--- config.mk ---
export PLATFORM = sky130hd
export DESIGN_NAME = irig_pw_encoder
export DESIGN_NICKNAME = d
export VERILOG_FILES = /design/src/rtl/irig_pw_pkg.sv /design/src/rtl/irig_cell_timer.sv /design/src/rtl/irig_sym_intake.sv /design/src/rtl/irig_pw_shaper.sv /design/src/rtl/irig_pw_encoder.sv
export SDC_FILE = /design/constraint.sdc
export NUM_CORES = 1
export LEC_CHECK = 0
export BUFFER_PORTS_ARGS = -buffer_cell sky130_fd_sc_hd__buf_2
export CAP_MARGIN = 15
export CORE_MARGIN = 1.5
export CORE_UTILIZATION = 34
export CTS_BUF_LIST = sky130_fd_sc_hd__clkbuf_4 sky130_fd_sc_hd__clkbuf_8 sky130_fd_sc_hd__clkbuf_16
export DETAILED_ROUTE_END_ITERATION = 16
export PLACE_DENSITY = 0.66
export SYNTH_ARGS = -nofsm -noshare
export SYNTH_HDL_FRONTEND = slang
export SYNTH_SLANG_ARGS = --single-unit
--- constraint.sdc ---
create_clock -name clk_i -period 1.4 [get_ports clk_i]
set_input_delay 0.07 -clock clk_i [delete_from_list [all_inputs] [get_ports clk_i]]
set_output_delay 0.07 -clock clk_i [all_outputs]
set_load 0.01 [all_outputs]
--- src/rtl/irig_pw_pkg.sv ---
package irig_pw_pkg;

   typedef enum logic [1:0] {
      SYM_ZERO = 2'b00,
      SYM_ONE  = 2'b01,
      SYM_MARK = 2'b10,
      SYM_RSVD = 2'b11
   } sym_code_e;

endpackage

--- src/rtl/irig_cell_timer.sv ---
module irig_cell_timer #(
   parameter int CELL_MS       = 10,
   parameter int CELLS_PER_SEC = 100,
   localparam int MW = $clog2(CELL_MS),
   localparam int CW = $clog2(CELLS_PER_SEC)
) (
   input  logic          clk_i,
   input  logic          rst_ni,
   input  logic          ms_tick_i,
   input  logic          sec_start_i,
   output logic          synced_o,
   output logic          open_o,
   output logic [MW-1:0] ms_cnt_o,
   output logic [CW-1:0] cell_o
);
   localparam logic [MW-1:0] MS_LAST   = MW'(CELL_MS - 1);
   localparam logic [CW-1:0] CELL_LAST = CW'(CELLS_PER_SEC - 1);

   logic          synced_q;
   logic [MW-1:0] ms_q;
   logic [CW-1:0] cell_q;
   logic          tick_open;

   assign tick_open = synced_q && ms_tick_i && (ms_q == MS_LAST);
   assign open_o    = sec_start_i || tick_open;

   always_ff @(posedge clk_i) begin
      if (!rst_ni) begin
         synced_q <= 1'b0;
         ms_q     <= '0;
         cell_q   <= '0;
      end else if (sec_start_i) begin
         synced_q <= 1'b1;
         ms_q     <= '0;
         cell_q   <= '0;
      end else if (tick_open) begin
         ms_q   <= '0;
         cell_q <= (cell_q == CELL_LAST) ? '0 : cell_q + 1'b1;
      end else if (synced_q && ms_tick_i) begin
         ms_q <= ms_q + 1'b1;
      end
   end

   assign synced_o = synced_q;
   assign ms_cnt_o = ms_q;
   assign cell_o   = cell_q;
endmodule

--- src/rtl/irig_sym_intake.sv ---
module irig_sym_intake
   import irig_pw_pkg::*;
(
   input  logic      clk_i,
   input  logic      rst_ni,
   input  logic      open_i,
   input  logic      sym_valid_i,
   input  logic [1:0] sym_code_i,
   output sym_code_e load_code_o,
   output sym_code_e cur_code_o,
   output logic      underflow_o
);
   sym_code_e cur_q;
   logic      uf_q;

   always_comb begin
      if (sym_valid_i) load_code_o = sym_code_e'(sym_code_i);
      else             load_code_o = SYM_ZERO;
   end

   always_ff @(posedge clk_i) begin
      if (!rst_ni) begin
         cur_q <= SYM_ZERO;
         uf_q  <= 1'b0;
      end else if (open_i) begin
         cur_q <= load_code_o;
         if (!sym_valid_i) uf_q <= 1'b1;
      end
   end

   assign cur_code_o  = cur_q;
   assign underflow_o = uf_q;
endmodule

--- src/rtl/irig_pw_shaper.sv ---
module irig_pw_shaper
   import irig_pw_pkg::*;
#(
   parameter int CELL_MS     = 10,
   parameter int W_MARK      = 8,
   parameter int W_ONE       = 5,
   parameter int W_ZERO      = 2,
   parameter bit STORE_WIDTH = 1'b1,
   localparam int MW = $clog2(CELL_MS)
) (
   input  logic          clk_i,
   input  logic          rst_ni,
   input  logic          open_i,
   input  logic          synced_i,
   input  logic [MW-1:0] ms_cnt_i,
   input  sym_code_e     load_code_i,
   input  sym_code_e     cur_code_i,
   output logic          pw_o
);
   localparam logic [MW-1:0] WM = MW'(W_MARK);
   localparam logic [MW-1:0] W1 = MW'(W_ONE);
   localparam logic [MW-1:0] W0 = MW'(W_ZERO);

   function automatic logic [MW-1:0] width_of(sym_code_e c);
      case (c)
         SYM_MARK: width_of = WM;
         SYM_ONE:  width_of = W1;
         default:  width_of = W0;
      endcase
   endfunction

   logic [MW-1:0] width;

   generate
      if (STORE_WIDTH) begin : g_store
         logic [MW-1:0] width_q;
         always_ff @(posedge clk_i) begin
            if (!rst_ni)     width_q <= W0;
            else if (open_i) width_q <= width_of(load_code_i);
         end
         assign width = width_q;
      end else begin : g_decode
         assign width = width_of(cur_code_i);
      end
   endgenerate

   assign pw_o = synced_i && (ms_cnt_i < width);
endmodule

--- src/rtl/irig_pw_encoder.sv ---
module irig_pw_encoder
   import irig_pw_pkg::*;
#(
   parameter int CELL_MS       = 10,
   parameter int CELLS_PER_SEC = 100,
   parameter int W_MARK        = 8,
   parameter int W_ONE         = 5,
   parameter int W_ZERO        = 2,
   parameter bit STORE_WIDTH   = 1'b1,
   localparam int MW = $clog2(CELL_MS),
   localparam int CW = $clog2(CELLS_PER_SEC)
) (
   input  logic          clk_i,
   input  logic          rst_ni,
   input  logic          ms_tick_i,
   input  logic          sec_start_i,
   input  logic          sym_valid_i,
   input  logic [1:0]    sym_code_i,
   output logic          sym_ready_o,
   output logic          pw_o,
   output logic          underflow_o,
   output logic [CW-1:0] cell_idx_o
);
   generate
      if (CELL_MS < 2) begin : g_bad_cell
         $error("CELL_MS must be at least 2");
      end
      if (CELLS_PER_SEC < 2) begin : g_bad_cps
         $error("CELLS_PER_SEC must be at least 2");
      end
      if (!(W_ZERO > 0 && W_ZERO < W_ONE && W_ONE < W_MARK && W_MARK < CELL_MS)) begin : g_bad_w
         $error("high widths must satisfy 0 < zero < one < mark < cell");
      end
   endgenerate

   logic          synced;
   logic          open_cell;
   logic [MW-1:0] ms_cnt;
   sym_code_e     load_code;
   sym_code_e     cur_code;

   irig_cell_timer #(
      .CELL_MS      (CELL_MS),
      .CELLS_PER_SEC(CELLS_PER_SEC)
   ) u_timer (
      .clk_i      (clk_i),
      .rst_ni     (rst_ni),
      .ms_tick_i  (ms_tick_i),
      .sec_start_i(sec_start_i),
      .synced_o   (synced),
      .open_o     (open_cell),
      .ms_cnt_o   (ms_cnt),
      .cell_o     (cell_idx_o)
   );

   irig_sym_intake u_intake (
      .clk_i      (clk_i),
      .rst_ni     (rst_ni),
      .open_i     (open_cell),
      .sym_valid_i(sym_valid_i),
      .sym_code_i (sym_code_i),
      .load_code_o(load_code),
      .cur_code_o (cur_code),
      .underflow_o(underflow_o)
   );

   irig_pw_shaper #(
      .CELL_MS    (CELL_MS),
      .W_MARK     (W_MARK),
      .W_ONE      (W_ONE),
      .W_ZERO     (W_ZERO),
      .STORE_WIDTH(STORE_WIDTH)
   ) u_shaper (
      .clk_i      (clk_i),
      .rst_ni     (rst_ni),
      .open_i     (open_cell),
      .synced_i   (synced),
      .ms_cnt_i   (ms_cnt),
      .load_code_i(load_code),
      .cur_code_i (cur_code),
      .pw_o       (pw_o)
   );

   assign sym_ready_o = open_cell;
endmodule

==> results of run 1 <==
[layout make-up]
type	instances	area share [%]
inverter	7	2.24
timing repair buffer	29	16.0
tap	30	3.20
multi-input combinational	74	47.5
clock buffer	4	3.09
sequential	16	27.9
[where the power goes]
| part | switching [mW] | internal [mW] |
|---|---|---|
| sequential | 0.00594 | 0.465 |
| clock | 0.164 | 0.159 |
| combinational | 0.0515 | 0.0520 |
| total | 0.221 | 0.676 |
[worst paths after layout]
path | from | endpoint | slack, ns | cells after the start
max | u_shaper.g_store.width_q[1]$_SDFFE_PN1P_ | pw_o | -0.11 | 6
min reg2reg | u_shaper.g_store.width_q[3]$_SDFFE_PN0P_ | u_shaper.g_store.width_q[3]$_SDFFE_PN0P_ | 0.48 | 2
max reg2reg | u_timer.ms_cnt_o[1]$_SDFFE_PP0P_ | u_intake.underflow_o$_SDFFE_PN0P_ | 0.05 | 7
min | rst_ni | u_shaper.g_store.width_q[1]$_SDFFE_PN1P_ | 0.03 | 2
[cell usage in the layout, fill, tap and decap left out, drive strengths merged]
master and count:
inv 7, xnor2 1, or4 1, nor4b 1, o211ai 2, a21oi 4
a32o 1, dfxtp 16, and2 3, nand4b 1, a21o 2, and2b 1
ha 8, a211oi 1, clkbuf 4, and3 3, buf 29, nand2b 2
or2b 2, nand3 7, nand2 11, a31oi 2, nand4 2, xor2 4
and4b 1, nor2 7, o21ai 5, o21a 2
[cell families (layout without fill, tap and decap cells)]
| family | Yosys count | in the layout | share of synthesized area (%) |
|---|---|---|---|
| xor+xnor | 5 | 5 | 5.06 |
| simple gates | 42 | 42 | 26.6 |
| flops | 16 | 16 | 37.0 |
| fa+ha+maj | 8 | 8 | 11.6 |
| buf+inv | 11 | 40 | 5.79 |
| compound gates | 19 | 19 | 13.9 |
[registers in the layout, summed over array words and instances, names as in the netlist]
register	flops
u_intake.underflow_o	1
u_shaper.g_store.width_q	3
u_timer.cell_o	7
u_timer.ms_cnt_o	4
u_timer.synced_o	1
[critical path, stage by stage (launching register included)]
cell and delay [ns]:
dfxtp_2 0.34, inv_2 0.05, ha_4 0.22, a21o_1 0.14, a21o_1 0.14, a21oi_1 0.10
buf_2 0.14
[what timing repair did]
action,CTS,global route
setup endpoints to repair,4,9
gates resized for setup,12,8
setup buffers,3,0
pin swaps,6,1
[routing by layer]
layer  track usage, %  vias to the layer above  wire length, um
met4             8.97                        0               46
met5                0                        -                0
met3             3.39                        5               40
met2             22.8                        7              836
li1                 -                      411                -
met1             18.5                      366              847
[stage by stage]
stage	utilization, %	worst slack (ns)
final	48.3	-0.110
after global routing	48.3	-0.197
after CTS	47.1	-0.112
after detailed placement	42.6	0.0198
after global placement	42.6	0.0370
after floorplan	-	0.00364
==> summary.txt, run 1 <==
CTS
  – CTS Buf Count: 3
  – Hold Buf Count CTS: 0
  – Maximum buffer depth of the clock tree: 2
  – TritonCTS clock tree: done
  – H-Tree Depth: 1
  – Worst-path clk slew: ~0.1 ns
  – Clk root buf: clkbuf_4
  – Worst-Skew Late Latency: 0.30 ns
  – Sink Count: 16

Synth
  – Synth area leader: dfxtp_1
  – Register bit total from synthesis: 16
  – Cell variety after synth: 31
  – Yosys warns: 0
  – Post-synth EDFFs: 0
  – Ys flop type: dfxtp_1
  – Async SR Flop Fraction: 0%
  – Synth cell count leaders: dfxtp_1 (16), nand2_1 (10), ha_1 (8)
  – Post-Syn Area per Cell: 8.56 um^2
  – Area fraction of the dominant cell type after synthesis: 37.0%
  – Most frequent cell after synthesis: dfxtp_1
  – Cells after synthesis: between 100 and 150
  – Net Count, Synth: 116
  – Synth top area cells: dfxtp_1 (37%), ha_1 (12%), nand2_1 (4.3%), nand3_1 (4.1%), xor2_1 (4.1%)
  – Mapped Area: about 860 um^2
  – Post-synthesis sequential area ratio: 37.0%

GRT
  – Number of global-route vias before repair: 722
  – Remaining global-route overflow: 0
  – Global-route wire length before repair: 2990 um
  – Total GRT Usage: about 15%
  – Initial antenna violation count: 0
  – Pin count of the biggest net entering global routing: 10

Status
  – Violated checks: negative setup slack
  – Status: finished, violations left

Floorplan
  – Total die area: 2850 um^2
  – Die Span Y: approximately 53 um
  – Core Rows: 18
  – Count of boundary I/O pins: 17
  – Die width: ~53 um
  – Core ar.: 2430 um^2
  – Starting Density: 35.5%

Setup path
  – CP Launch Type: flip-flop
  – Crit-path max FO: 2
  – Endpoint class of the critical path: primary output
  – Worst EP required: 1.33 ns
  – CP Class: flip-flop to primary output
  – Crit path arrival time: 1.44 ns

Timing
  – Final setup TNS: -0.168 ns
  – Worst-margin pin slew: roughly 0.29 ns
  – Hold Violations, Final: 0
  – Highest clock rate: 662 MHz
  – RSZ-0062 raised after global routing: yes
  – Max-slew violation count: 0
  – Final hold slack: 0.0280 ns
  – Final setup vio count: 2
  – Period utilization: 108%
  – Slew margin rel.: 80.4%
  – Tmin final: 1.51 ns
  – Skew final: 0.00690 ns
  – Worst Slack Setup Final: -0.110 ns

Finish
  – Area occupied by multi-input gates: approximately 560 um^2
  – Layout cells sized above 1: 41.5%
  – Area growth, synth to finish: 35.7%
  – Fillcell total: ~240
  – Register area: 328 um^2
  – Ant. Diodes: 0
  – Fin area: between 1000 and 1500 um^2
  – Layout Cells excl Fill: 160
  – # nets final: about 150

Place
  – Post-placement cell area: 1040 um^2
  – Port buffer count: 16
  – RePlAce Congestion: 0.743
  – Post-DP HPWL: between 1000 and 1500 um
  – Dpl cells: approximately 150

Route
  – # DRC: 0
  – 1st-iter DRT viols: 9
  – Final WL: 1770 um
  – Via count: between 700 and 800
  – Post-DR wirelength/cell: 11.1 um
  – TritonRoute pass-1 iters: 4
  – Post-DRT Antenna Nets: 0
  – Drt via density: 4.93

Min path
  – Type of the worst min-delay path: input pin to flip-flop

Pwr
  – PD cells: roughly 760 nW/um^2
  – Leakage: 0.541 nW
  – Total Power: 898 uW
  – Peak supply drop: about 0.38 mV

Run
  – Max-cap violations: 0
Note: power is estimated with default switching activity, not from simulation.
==> run 2, diff against run 1 <==
Settings changed: BUFFER_PORTS_ARGS -buffer_cell sky130_fd_sc_hd__buf_2 to unset, CTS_CLUSTER_SIZE set to 8, DONT_BUFFER_PORTS set to 1, PLACE_DENSITY 0.66 to 0.6.
==> run 2 against run 1 <==
  * Sequential power about the same
  * Highest routed layer unchanged
  * The flow still finishes with violations (negative setup slack)
  * Clock skew decreased by 0.0044 ns
  * Total power decreased by 7.2%
  * Largest cell class unchanged
  * Sequential cell count unchanged
  * Final cell count decreased by 3.8%
  * Global-route usage increased by 0.44 points
  * Sequential share of layout area decreased by 0.62 points
  * Non-clock buffer count decreased by 5
  * Die area unchanged
  * Count of clock-buffer cells in the layout decreased by 1
==> summary.txt, run 2 (synthesis results as in run 1) <==
Setup path
  – CP Launch Type: flip-flop
  – Reg2reg start: u_timer.ms_cnt_o[0]$_SDFFE_PP0P_
  – Worst R2R Path Depth: 7 (unchanged)
  – Crit path arrival time: 1.42 ns (-0.02 ns)
  – Worst EP required: 1.33 ns (about the same)
  – FF-to-FF End: u_intake.underflow_o$_SDFFE_PN0P_
  – R2R setup slack: 0.04 ns (about the same)
  – CP Class: flip-flop to primary output
  – Endpoint class of the critical path: primary output
  – Crit-path max FO: 2 (unchanged)

Floorplan
  – Total die area: 2850 um^2 (unchanged)
  – Core Rows: 18 (unchanged)
  – Starting Density: 35.5% (unchanged)
  – Die width: 53.4 um (unchanged)
  – Count of boundary I/O pins: 17 (unchanged)
  – Core ar.: 2430 um^2 (unchanged)
  – Die Span Y: 53.4 um (unchanged)

Route
  – TritonRoute pass-1 iters: 4 (unchanged)
  – # DRC: 0 (unchanged)
  – Post-DR wirelength/cell: 12.4 um (+12%)
  – Drt via density: 5.09 (+3.2%)
  – Via count: 784 (-0.63%)
  – Post-DRT Antenna Nets: 0 (unchanged)
  – 1st-iter DRT viols: 6 (-3)
  – Final WL: 1920 um (+8.2%)

Timing
  – Worst Slack Setup Final: -0.0889 ns (+0.0214 ns)
  – Final setup TNS: -0.136 ns (+0.0321 ns)
  – Max-slew violation count: 0 (unchanged)
  – Worst-margin pin slew: 0.329 ns (+0.0358 ns)
  – Hold Violations, Final: 0 (unchanged)
  – RSZ-0062 raised after global routing: yes
  – Highest clock rate: 672 MHz (+1.4%)
  – Period utilization: 106% (-1.5 points)
  – Skew final: 0.00250 ns (-0.00439 ns)
  – Slew margin rel.: 78.1% (-2.3 points)
  – Tmin final: 1.49 ns (-0.0214 ns)
  – Final setup vio count: 2 (unchanged)

Min path
  – Hold Path Sink: u_timer.ms_cnt_o[1]$_SDFFE_PP0P_
  – Hold depth: 2 (unchanged)
  – Type of the worst min-delay path: input pin to flip-flop
  – Hold Startpoint: ms_tick_i

Place
  – Post-DP HPWL: 1370 um (+1.6%)
  – Port buffer count: 0 (-16)
  – RePlAce Congestion: 0.740 (-0.40%)
  – Dpl cells: 143 (-6.5%)

Finish
  – Layout Cells excl Fill: 154 (-3.8%)
  – Layout cells sized above 1: 37.1% (-4.4 points)
  – Fillcell total: 237 (+0.85%)
  – Register area: 325 um^2 (-0.76%)
  – Most common library cell in the layout ignoring fill and taps: buf_4
  – Area growth, synth to finish: 37.8%
  – # nets final: 141 (-3.4%)
  – Most used cells in the layout excluding fill and tap cells: buf_4 (18), dfxtp_1 (12), nand2_1 (10), nand3_1 (7), nor2_1 (7)
  – Area occupied by multi-input gates: 572 um^2 (+2.5%)
  – Ant. Diodes: 0 (unchanged)
  – Largest register FFs: 7 (unchanged)

Pwr
  – PD cells: 699 nW/um^2 (-8.6%)
  – Leakage: 0.513 nW (-5.2%)
  – Peak supply drop: 0.373 mV (-2.6%)
  – Total Power: 833 uW (-7.2%)

GRT
  – Total GRT Usage: 15.3% (+0.44 points)
  – Number of global-route vias before repair: 743 (+2.9%)
  – Remaining global-route overflow: 0 (unchanged)
  – Global-route wire length before repair: 3200 um (+7.2%)
  – Initial antenna violation count: 0 (unchanged)
  – GR Layer Usage met2: 23.9% (+1.0 points)
  – Met1 GRT Util: 19.7% (+1.1 points)
  – Pin count of the biggest net entering global routing: 9 (-1)
  – Met3 Use GR: 3.11% (-0.28 points)
  – Busiest grt layer: met2

CTS
  – H-Tree Depth: 1 (unchanged)
  – Sink Count: 16 (unchanged)
  – Maximum buffer depth of the clock tree: 2 (unchanged)
  – CTS Buf Count: 3 (unchanged)
  – TritonCTS clock tree: done
  – Worst-path clk slew: 0.10 ns (about the same)
  – Clk root buf: clkbuf_4
  – Worst-Skew Late Latency: 0.28 ns (-0.02 ns)

Run
  – Max-cap violations: 0 (unchanged)

Status
  – Violated checks: negative setup slack
  – Status: finished, violations left
==> run 2: stage by stage <==
stage | hold slack, ns | cell area (um^2) | setup slack (ns) | util, %
CTS | 0.0722 | 1110 | -0.123 | 45.5
global placement | 0.168 | 1000 | 0.0410 | 41.2
detailed placement | 0.173 | 1000 | -0.0102 | 41.2
global route | 0.0827 | 1190 | -0.139 | 49.0
floorplan | 0.180 | 868 | 0.00364 | -
finish | 0.0823 | 1190 | -0.0889 | 49.0
==> run 2: where the power goes <==
part | internal [mW] | total, mW | switching, mW
clock | 0.0998 | 0.250 | 0.151
sequential | 0.465 | 0.473 | 0.00760
combinational | 0.0574 | 0.109 | 0.0518
==> run 2: worst max-delay path by stage <==
stage | depth (start not counted) | to | slack [ns] | startpoint
after detailed placement | 6 | u_timer.ms_cnt_o[1]$_SDFFE_PP0P_ | -0.01 | u_timer.ms_cnt_o[1]$_SDFFE_PP0P_
after global placement | 6 | u_timer.cell_o[5]$_SDFFE_PP0P_ | 0.04 | u_timer.ms_cnt_o[1]$_SDFFE_PP0P_
after CTS | 5 | pw_o | -0.12 | u_shaper.g_store.width_q[1]$_SDFFE_PN1P_
after floorplan | 5 | u_timer.cell_o[5]$_SDFFE_PP0P_ | 0.004 | u_timer.ms_cnt_o[0]$_SDFFE_PP0P_
after global routing | 5 | pw_o | -0.14 | u_shaper.g_store.width_q[1]$_SDFFE_PN1P_
final | 5 | pw_o | -0.09 | u_shaper.g_store.width_q[1]$_SDFFE_PN1P_
==> run 2: worst max-delay path, stage by stage, from the launching register on <==
cell and delay [ns]:
dfxtp_2 0.33, inv_2 0.05, ha_4 0.23, a21o_1 0.16
a21o_1 0.18, a21oi_2 0.18
==> run 2: final cells by class <==
cell class              instances  share of cell area, %
well taps                      30                   3.15
flip-flops and latches         16                   27.3
clock buffers                   3                   1.89
repair buffers                 24                   17.4
inverters                       7                   2.21
multi-input cells              74                   48.0
==> run 2: per-layer routing <==
layer  part of all wire [%]  up-vias
li1                       -      401
met4                    1.0        0
met1                     47      372
met5                      0        -
met2                     48        9
met3                    3.5        2
==> run 2: what timing repair did <==
item,in CTS,in global routing
pin swaps,6,8
buffers inserted,2,3
hold buffers,3,0
setup endpoints to repair,4,6
hold endpoints to repair,5,0
resized for setup,10,12
==> run 3, diff against run 2 <==
Settings changed: CELL_PAD_IN_SITES_DETAIL_PLACEMENT set to 0, CELL_PAD_IN_SITES_GLOBAL_PLACEMENT set to 2, CORE_ASPECT_RATIO set to 2, CORE_MARGIN 1.5 to 4, CORE_UTILIZATION 34 to 32, PLACE_DENSITY 0.6 to 0.81, SYNTH_HIERARCHICAL set to 1.
==> run 3 against run 2 <==
  * The flow still finishes with violations (negative setup slack)
  * Count of clock-buffer cells in the layout unchanged
  * Worst hold slack worse by 0.073 ns
  * Synthesized area down 3.3%
  * Fmax up 3.9%
  * Combinational power down 34%
  * Final cell count down 9.7%
  * Global-route usage down 3.8 points
  * Critical path depth unchanged
  * Via count down 6.9%
  * Critical path type unchanged
  * Largest cell class unchanged
  * Highest routed layer unchanged
==> summary.txt, run 3 <==
GRT
  – Pin count of the biggest net entering global routing: 9 (unchanged)
  – Global-route wire length before repair: 3040 um (-5.2%)
  – Number of global-route vias before repair: 735 (-1.1%)
  – Total GRT Usage: 11.5% (-3.8 points)
  – Initial antenna violation count: 0 (unchanged)
  – Remaining global-route overflow: 0 (unchanged)

Route
  – # DRC: 0 (unchanged)
  – Post-DR wirelength/cell: 13.3 um (+6.6%)
  – Final WL: 1840 um (-3.8%)
  – 1st-iter DRT viols: 10 (+4)
  – Via count: 730 (-6.9%)
  – TritonRoute pass-1 iters: 2 (-2)
  – Drt via density: 5.25 (+3.2%)
  – Post-DRT Antenna Nets: 0 (unchanged)

Timing
  – Period utilization: 102% (-4.0 points)
  – Final setup vio count: 1 (-1)
  – Final hold slack: 0.00915 ns (-0.0731 ns)
  – Tmin final: 1.43 ns (-0.0553 ns)
  – Worst-margin pin slew: 0.287 ns (-0.0422 ns)
  – Highest clock rate: 698 MHz (+3.9%)
  – Skew final: 0.00125 ns (-0.00125 ns)
  – Slew margin rel.: 80.8% (+2.8 points)
  – Hold Violations, Final: 0 (unchanged)
  – Max-slew violation count: 0 (unchanged)
  – RSZ-0062 raised after global routing: yes
  – Worst Slack Setup Final: -0.0336 ns (+0.0553 ns)

CTS
  – TritonCTS clock tree: done
  – Worst-path clk slew: 0.06 ns (-0.04 ns)
  – Maximum buffer depth of the clock tree: 2 (unchanged)
  – CTS Buf Count: 3 (unchanged)
  – Sink Count: 16 (unchanged)
  – H-Tree Depth: 1 (unchanged)
  – Worst-Skew Late Latency: 0.24 ns (-0.04 ns)
  – Clk root buf: clkbuf_8

Floorplan
  – Die Span Y: 80.3 um (+50%)
  – Count of boundary I/O pins: 17 (unchanged)
  – Die width: 44.1 um (-17%)
  – Core ar.: 2540 um^2 (+4.3%)
  – Core Rows: 26 (+8)
  – Starting Density: 32.9% (-2.6 points)
  – Total die area: 3540 um^2 (+24%)

Finish
  – # nets final: 128 (-9.2%)
  – Most common library cell in the layout ignoring fill and taps: buf_4
  – Area growth, synth to finish: 31.1%
  – Layout cells sized above 1: 27.0% (-10 points)
  – Largest register FFs: 7 (unchanged)
  – Most used cells in the layout excluding fill and tap cells: buf_4 (13), dfxtp_1 (12), nand2_1 (8), inv_1 (6), nor2_1 (6)
  – Ant. Diodes: 0 (unchanged)

Setup path
  – Worst EP required: 1.33 ns (about the same)
  – Crit-path max FO: 3 (+1)
  – Crit path arrival time: 1.36 ns (-0.06 ns)
  – Worst R2R Path Depth: 4 (-3)
  – Endpoint class of the critical path: primary output
  – CP Launch Type: flip-flop
  – CP Class: flip-flop to primary output

Synth
  – Post-Syn Area per Cell: 8.89 um^2 (+3.9%)
  – Net Count, Synth: 109 (-6.0%)
  – Mapped Area: 836 um^2 (-3.3%)
  – Yosys warns: 6 (+6)
  – Cells after synthesis: 94 (-6.9%)

Pwr
  – Sw frac: 20.9% (-4.4 points)
  – P_int: 690 uW (+11%)
  – Leakage: 0.453 nW (-12%)
  – Net Sw Power: 182 uW (-13%)
  – Clock power share: 37.8% (+7.7 points)
  – Flop pwr share: 54.0% (-2.8 points)
  – Peak supply drop: 0.485 mV (+30%)
  – Total Power: 872 uW (+4.7%)
  – Comb power frac: 8.2% (-4.9 points)
  – PD cells: 796 nW/um^2 (+14%)

Status
  – Status: finished, violations left
  – Violated checks: negative setup slack

Place
  – Port buffer count: 0 (unchanged)
  – Post-DP HPWL: 1460 um (+7.0%)
  – RePlAce Congestion: 0.809 (+9.3%)

Min path
  – Hold depth: 3 (+1)
  – Type of the worst min-delay path: input pin to flip-flop

Run
  – Max-cap violations: 0 (unchanged)
[run 3: worst paths after layout]
check / start / to / slack [ns]
min: sec_start_i / u_timer/cell_o[5]$_SDFFE_PP0P_ / 0.009
max reg2reg: u_timer/ms_cnt_o[2]$_SDFFE_PP0P_ / u_timer/cell_o[5]$_SDFFE_PP0P_ / 0.04
min reg2reg: u_shaper/g_store.width_q[1]$_SDFFE_PN1P_ / u_shaper/g_store.width_q[1]$_SDFFE_PN1P_ / 0.52
max: u_timer/ms_cnt_o[2]$_SDFFE_PP0P_ / pw_o / -0.03
[run 3: what timing repair did]
item | CTS | global route
buffers inserted | 0 | 1
pin swaps | 2 | 3
hold buffers | 2 | 0
endpoints found under the setup margin | 3 | 7
resized for setup | 5 | 13
endpoints found under the hold margin | 5 | 0
[run 3: cell type report]
type / instances / area [um^2]
tap: 28 / 35.0
inverter: 6 / 22.5
timing repair buffer: 16 / 129
clock buffer: 3 / 41.3
fill: 261 / 1440
multi-input combinational: 70 / 543
sequential: 16 / 325
[run 3: stage by stage]
| stage | TNS (ns) | cell area [um^2] | std cells | setup WS [ns] | util [%] |
|---|---|---|---|---|---|
| after detailed placement | -0.00231 | 960 | 133 | -0.00231 | 37.8 |
| after global routing | -0.109 | 1100 | 139 | -0.0895 | 43.2 |
| after global placement | 0 | 960 | 133 | 0.0586 | 37.8 |
| final | -0.0336 | 1100 | 139 | -0.0336 | 43.2 |
| after CTS | -0.0485 | 1050 | 138 | -0.0485 | 41.3 |
| after floorplan | 0 | 836 | 94 | 0.0292 | - |
[run 3: critical path, cell delays in order (launching register included)]
cell and delay, ns:
dfxtp_2 0.32, buf_6 0.12, ha_4 0.22, or2_1 0.20, a21oi_1 0.12, a21o_1 0.14
[run 3: routing by layer]
layer	track usage, %	routed length, um
met5	0	0
met4	7.55	64
met3	3.81	132
met2	19.9	987
met1	10.9	659
[run 3: power by group through the flow]
stage	logic [mW]	clock network (mW)	registers, mW
after CTS	0.0732	0.344	0.471
after global placement	0.0643	0	0.481
after floorplan	0.0469	0	0.481
after global routing	0.0838	0.366	0.472
after detailed placement	0.0657	0	0.481
final	0.0717	0.329	0.471
